===== config.mk =====
export PLATFORM = sky130hd
export DESIGN_NAME = ilk_bus_pair
export DESIGN_NICKNAME = d
export VERILOG_FILES = /design/src/rtl/ilk_pkg.sv /design/src/rtl/ilk_sync.sv /design/src/rtl/ilk_master.sv /design/src/rtl/ilk_slave.sv /design/src/rtl/ilk_bus_pair.sv
export SDC_FILE = /design/constraint.sdc
export NUM_CORES = 1
export LEC_CHECK = 0
export BUFFER_PORTS_ARGS = -buffer_cell sky130_fd_sc_hd__buf_2
export CORE_UTILIZATION = 40
export CTS_CLUSTER_DIAMETER = 40
export DETAILED_ROUTE_END_ITERATION = 12
export PLACE_DENSITY = 0.68
export RECOVER_POWER = 25
export SYNTH_ARGS = -nofsm -noshare
export SYNTH_HDL_FRONTEND = slang
export SYNTH_SLANG_ARGS = --single-unit

===== constraint.sdc =====
create_clock -name clk -period 1.95 [get_ports clk]
set_input_delay 0.195 -clock clk [delete_from_list [all_inputs] [get_ports clk]]
set_output_delay 0.195 -clock clk [all_outputs]
set_load 0.1 [all_outputs]

===== src/rtl/ilk_pkg.sv =====
package ilk_pkg;
  typedef enum logic [2:0] {
    M_IDLE,
    M_SETUP,
    M_REQ,
    M_RELEASE,
    M_DRAIN
  } mst_state_t;
endpackage


===== src/rtl/ilk_sync.sv =====
module ilk_sync #(
  parameter int STAGES = 2
) (
  input  logic clk,
  input  logic rst_n,
  input  logic d,
  output logic q
);
  logic [STAGES-1:0] sh;

  always_ff @(posedge clk or negedge rst_n) begin
    if (!rst_n) sh <= '0;
    else        sh <= {sh[STAGES-2:0], d};
  end

  assign q = sh[STAGES-1];
endmodule


===== src/rtl/ilk_master.sv =====
module ilk_master
  import ilk_pkg::*;
#(
  parameter int AW     = 8,
  parameter int DW     = 16,
  parameter int CW     = 8,
  parameter int STAGES = 2
) (
  input  logic          clk,
  input  logic          rst_n,
  input  logic          cmd_valid,
  input  logic          cmd_write,
  input  logic [AW-1:0] cmd_addr,
  input  logic [DW-1:0] cmd_data,
  input  logic [CW-1:0] decode_cycles,
  input  logic [CW-1:0] timeout_cycles,
  input  logic          ack_s,
  output logic          cmd_ready,
  output logic          done,
  output logic          timeout,
  output logic          bus_req,
  output logic          bus_dir,
  output logic [AW-1:0] bus_addr,
  output logic [DW-1:0] bus_data
);
  localparam logic [CW-1:0] GUARD = CW'(2 * STAGES);

  mst_state_t    state, state_n;
  logic [CW-1:0] cnt, cnt_n;
  logic          req_n, done_n, to_n, load;

  always_comb begin
    state_n = state;
    cnt_n   = cnt;
    req_n   = bus_req;
    done_n  = 1'b0;
    to_n    = 1'b0;
    load    = 1'b0;
    case (state)
      M_IDLE: begin
        if (cmd_valid) begin
          load    = 1'b1;
          cnt_n   = '0;
          state_n = M_SETUP;
        end
      end
      M_SETUP: begin
        if (cnt == decode_cycles) begin
          req_n   = 1'b1;
          cnt_n   = '0;
          state_n = M_REQ;
        end else begin
          cnt_n = cnt + 1'b1;
        end
      end
      M_REQ: begin
        if (ack_s) begin
          req_n   = 1'b0;
          state_n = M_RELEASE;
        end else if (cnt == timeout_cycles) begin
          req_n   = 1'b0;
          to_n    = 1'b1;
          cnt_n   = '0;
          state_n = M_DRAIN;
        end else begin
          cnt_n = cnt + 1'b1;
        end
      end
      M_RELEASE: begin
        if (!ack_s) begin
          done_n  = 1'b1;
          state_n = M_IDLE;
        end
      end
      M_DRAIN: begin
        if (cnt < GUARD)  cnt_n   = cnt + 1'b1;
        else if (!ack_s)  state_n = M_IDLE;
      end
      default: state_n = M_IDLE;
    endcase
  end

  always_ff @(posedge clk or negedge rst_n) begin
    if (!rst_n) begin
      state   <= M_IDLE;
      cnt     <= '0;
      bus_req <= 1'b0;
      done    <= 1'b0;
      timeout <= 1'b0;
    end else begin
      state   <= state_n;
      cnt     <= cnt_n;
      bus_req <= req_n;
      done    <= done_n;
      timeout <= to_n;
    end
  end

  always_ff @(posedge clk or negedge rst_n) begin
    if (!rst_n) begin
      bus_addr <= '0;
      bus_data <= '0;
      bus_dir  <= 1'b0;
    end else if (load) begin
      bus_addr <= cmd_addr;
      bus_data <= cmd_data;
      bus_dir  <= cmd_write;
    end
  end

  assign cmd_ready = (state == M_IDLE);
endmodule


===== src/rtl/ilk_slave.sv =====
module ilk_slave #(
  parameter int          AW   = 8,
  parameter int          DW   = 16,
  parameter logic [AW-1:0] BASE = '0
) (
  input  logic          clk,
  input  logic          rst_n,
  input  logic          req_s,
  input  logic          bus_dir,
  input  logic [AW-1:0] bus_addr,
  input  logic [DW-1:0] bus_data,
  output logic          bus_ack,
  output logic          wr_valid,
  output logic [DW-1:0] wr_data
);
  logic req_d, hit, rise, ack_n, wr_n;

  assign hit  = (bus_addr == BASE);
  assign rise = req_s && !req_d;

  always_comb begin
    if (!req_s)          ack_n = 1'b0;
    else if (rise && hit) ack_n = 1'b1;
    else                 ack_n = bus_ack;
    wr_n = rise && hit && bus_dir;
  end

  always_ff @(posedge clk or negedge rst_n) begin
    if (!rst_n) begin
      req_d    <= 1'b0;
      bus_ack  <= 1'b0;
      wr_valid <= 1'b0;
    end else begin
      req_d    <= req_s;
      bus_ack  <= ack_n;
      wr_valid <= wr_n;
    end
  end

  always_ff @(posedge clk or negedge rst_n) begin
    if (!rst_n)    wr_data <= '0;
    else if (wr_n) wr_data <= bus_data;
  end
endmodule


===== src/rtl/ilk_bus_pair.sv =====
module ilk_bus_pair #(
  parameter int            AW          = 8,
  parameter int            DW          = 16,
  parameter int            CW          = 8,
  parameter int            SYNC_STAGES = 2,
  parameter logic [AW-1:0] SLAVE_BASE  = 8'h3C
) (
  input  logic          clk,
  input  logic          rst_n,
  input  logic          cmd_valid,
  input  logic          cmd_write,
  input  logic [AW-1:0] cmd_addr,
  input  logic [DW-1:0] cmd_data,
  input  logic [CW-1:0] decode_cycles,
  input  logic [CW-1:0] timeout_cycles,
  output logic          cmd_ready,
  output logic          done,
  output logic          timeout,
  output logic          bus_req,
  output logic          bus_ack,
  output logic          bus_dir,
  output logic [AW-1:0] bus_addr,
  output logic [DW-1:0] bus_data,
  output logic          slv_wr_valid,
  output logic [DW-1:0] slv_wr_data
);
  logic rst_n_i, req_s, ack_s;

  ilk_sync #(.STAGES(2)) u_rst_sync (
    .clk(clk), .rst_n(rst_n), .d(1'b1), .q(rst_n_i)
  );

  ilk_sync #(.STAGES(SYNC_STAGES)) u_req_sync (
    .clk(clk), .rst_n(rst_n_i), .d(bus_req), .q(req_s)
  );

  ilk_sync #(.STAGES(SYNC_STAGES)) u_ack_sync (
    .clk(clk), .rst_n(rst_n_i), .d(bus_ack), .q(ack_s)
  );

  ilk_master #(.AW(AW), .DW(DW), .CW(CW), .STAGES(SYNC_STAGES)) u_master (
    .clk(clk), .rst_n(rst_n_i),
    .cmd_valid(cmd_valid), .cmd_write(cmd_write),
    .cmd_addr(cmd_addr), .cmd_data(cmd_data),
    .decode_cycles(decode_cycles), .timeout_cycles(timeout_cycles),
    .ack_s(ack_s), .cmd_ready(cmd_ready), .done(done), .timeout(timeout),
    .bus_req(bus_req), .bus_dir(bus_dir),
    .bus_addr(bus_addr), .bus_data(bus_data)
  );

  ilk_slave #(.AW(AW), .DW(DW), .BASE(SLAVE_BASE)) u_slave (
    .clk(clk), .rst_n(rst_n_i), .req_s(req_s),
    .bus_dir(bus_dir), .bus_addr(bus_addr), .bus_data(bus_data),
    .bus_ack(bus_ack), .wr_valid(slv_wr_valid), .wr_data(slv_wr_data)
  );
endmodule


==> out/results.txt <==
PortBufs = 90
initial antenna violation count = 0
Worst IR Drop VDD = 0.605 mV
vias in the first global route = 2021
cell total after placement = 396
Overflow after GRT = 0
placed standard-cell area = 3610 µm²
wire per inst = 14.5 µm
Post-Synthesis Cells = 214
PD cells = 1750 nW/µm²
Max clock buf depth = 2
critical path class = reg -> reg
RSZ-0062 raised after global routing = true
Synth cell types = 39
Die W = 85.4 µm
Rows = 30
via count = 2071
Crit. End Element = flop
drt first-iter violations = 75
flops & latches, synth = 64
Fillers = 572
post-layout min period = 1.94 ns
CP max FO = 8
Slew HR = 19.8%
Synth area leaders = dfrtp_1 (58%), mux2_2 (17%), xnor2_1 (2.5%)
nets = 379
Max Cap Viol = 0
gr usage total = 17.2%
Die H = 85.4 µm
largest area contributor in the netlist = dfrtp_1
DRT antenna net count = 0
DRC violations left = 0
largest net degree at the start of global routing = 35
n_diodes = 0
Final Skew = 0.00778 ns
Fin. Hold Viols = 0
CP startpoint kind = flop
first-pass GRT wire length = 9560 µm
CTS buffer count = 9
Skew-Pair Late Insertion Delay = 0.33 ns
H-tree depth = 3
Finished Cell Area = 3950 µm²
CTS clk-pin slew, worst paths = 0.07 ns
Yosys top cell area share = 57.6%
core area = 6760 µm²
Pleak = 2.02 nW
area grow syn2layout = 42.0%
num ports = 91
Synth Flop Type = dfrtp_1
yosys warns = 0
EDFF count, synth = 0
Initial Utilization = 41.1%
hpwl dp = 4290 µm
WP data arrival = 2.15 ns
Synth async-reset ratio = 100%
outcome = finished, final reports clean
Worst-Margin Slew = 1.20 ns
synthesized cell area = 2780 µm²
clk root buf = clkbuf_8
DRT Pass-1 Iters = 6
GP Congestion = 0.837
commonest non-fill, non-tap cells in the layout = buf_2 (89), dfrtp_1 (56), mux2_4 (27), buf_4 (26)
Final Non-Filler Cells = 419
syn avg cell area = 13.0 µm²
fmax = 516 MHz
syn nets = 259
Worst Path Required = 2.16 ns
die area = 7280 µm²
period utilization = 99.4%
fin. max-slew vios = 0
clk sinks = 64
commonest non-fill, non-tap cell in the layout = buf_2
WL final = 6090 µm
post-synthesis sequential area ratio = 57.6%
Setup-failing EPs final = 0
TritonCTS clock tree = done
share of layout cells above drive strength 1 = 58.4%
worst min path class = in -> reg
Via density = 4.94
[per-stage QoR]
stage	utilization [%]	TNS, ns	power, mW	hold WS, ns	setup slack (ns)
floorplan	-	-11.25	4.93	-0.101	-0.299
global placement	53.5	0	5.55	-0.0178	0.0000844
detailed placement	53.5	-0.0304	5.59	-0.0171	-0.00870
CTS	57.2	0	6.87	0.0720	0.0147
global route	58.4	-0.448	7.19	0.0701	-0.0376
finish	58.4	0	6.89	0.0905	0.0124
[path summary, 6_finish.rpt]
path	start	end	slack [ns]	depth (start not counted)
max	u_master.bus_addr[0]	u_slave.wr_data[6]	0.01	5
min	cmd_addr[3]	u_master.bus_addr[3]	0.09	2
max reg2reg	u_master.bus_addr[0]	u_slave.wr_data[6]	0.01	5
min reg2reg	u_rst_sync.sh[0]	u_rst_sync.sh[1]	0.35	0
max in group asynchronous	u_rst_sync.sh[1]	u_master.cnt[6]	0.65	0
min in group asynchronous	rst_n	u_rst_sync.sh[1]	0.18	2
[logic make-up (layout without fill, tap and decap cells)]
kind of cell    count (synthesis)  in the layout  share of synthesized area [%]
compound gates                 16             16                           3.96
buf+inv                        15            140                           3.02
fa+ha+maj                       1              1                          0.450
simple gates                   54             54                           11.0
other cells                     1              1                          0.135
xor+xnor                       16             16                           5.04
flops                          64             64                           57.6
mux                            47             47                           18.8
[routing by layer]
metal / part of all wire, % / global-route usage (%) / wire (µm) / vias up
met3: 5.8 / 4.86 / 351 / 7
met5: 0 / 0 / 0 / -
met2: 49 / 27.3 / 2960 / 69
met4: 1.2 / 8.64 / 72 / 0
li1: - / - / - / 993
met1: 44 / 21.7 / 2700 / 1002
[layout make-up]
type	count	area, µm²	area share [%]
Clock inverter	7	95.1	2.41
Tap cell	80	100	2.54
Sequential cell	64	1610	40.9
Timing Repair Buffer	122	759	19.3
Multi-Input combinational cell	135	1250	31.6
Clock buffer	9	124	3.14
Inverter	2	7.51	0.190
[synthesized netlist by cell type, types with 3 or more instances]
cell type / instances
a21oi_1: 4
and3_1: 5
buf_2: 7
buf_4: 3
dfrtp_1: 64
mux2_2: 41
mux2i_1: 6
nand2_1: 8
nand4_1: 4
nor2_1: 14
nor3_1: 11
xnor2_1: 8
xor2_1: 8
[sequential cells by signal, indices dropped and copies added, names as in the netlist, 2 cells and up]
name / flops
u_master.bus_data: 16
u_slave.wr_data: 16
u_master.bus_addr: 8
u_master.cnt: 8
u_master.state: 3
u_ack_sync.sh: 2
u_req_sync.sh: 2
u_rst_sync.sh: 2
[report_power, final]
part	leakage, nW	internal (mW)	total, mW	switching [mW]
registers	0.814	1.72	2.06	0.338
clock network	0.110	0.722	1.25	0.526
logic	1.10	0.962	3.59	2.62
[critical path, cell delays in order, from the launching register on]
cell	delay, ns
dfrtp_2	0.41
or4_4	0.55
nor3_4	0.14
and3_4	0.24
clkbuf_16	0.17
mux2_4	0.30
[repair_timing]
action / 4_1_cts / 5_1_grt
setup buffers: 1 / 4
gates cloned: 0 / 1
setup endpoints to repair: 12 / 20
hold buffers: 1 / 0
gates resized for setup: 3 / 7
endpoints found under the hold margin: 2 / 0
pin swaps: 1 / 1
(Power assumes the default switching activity.)
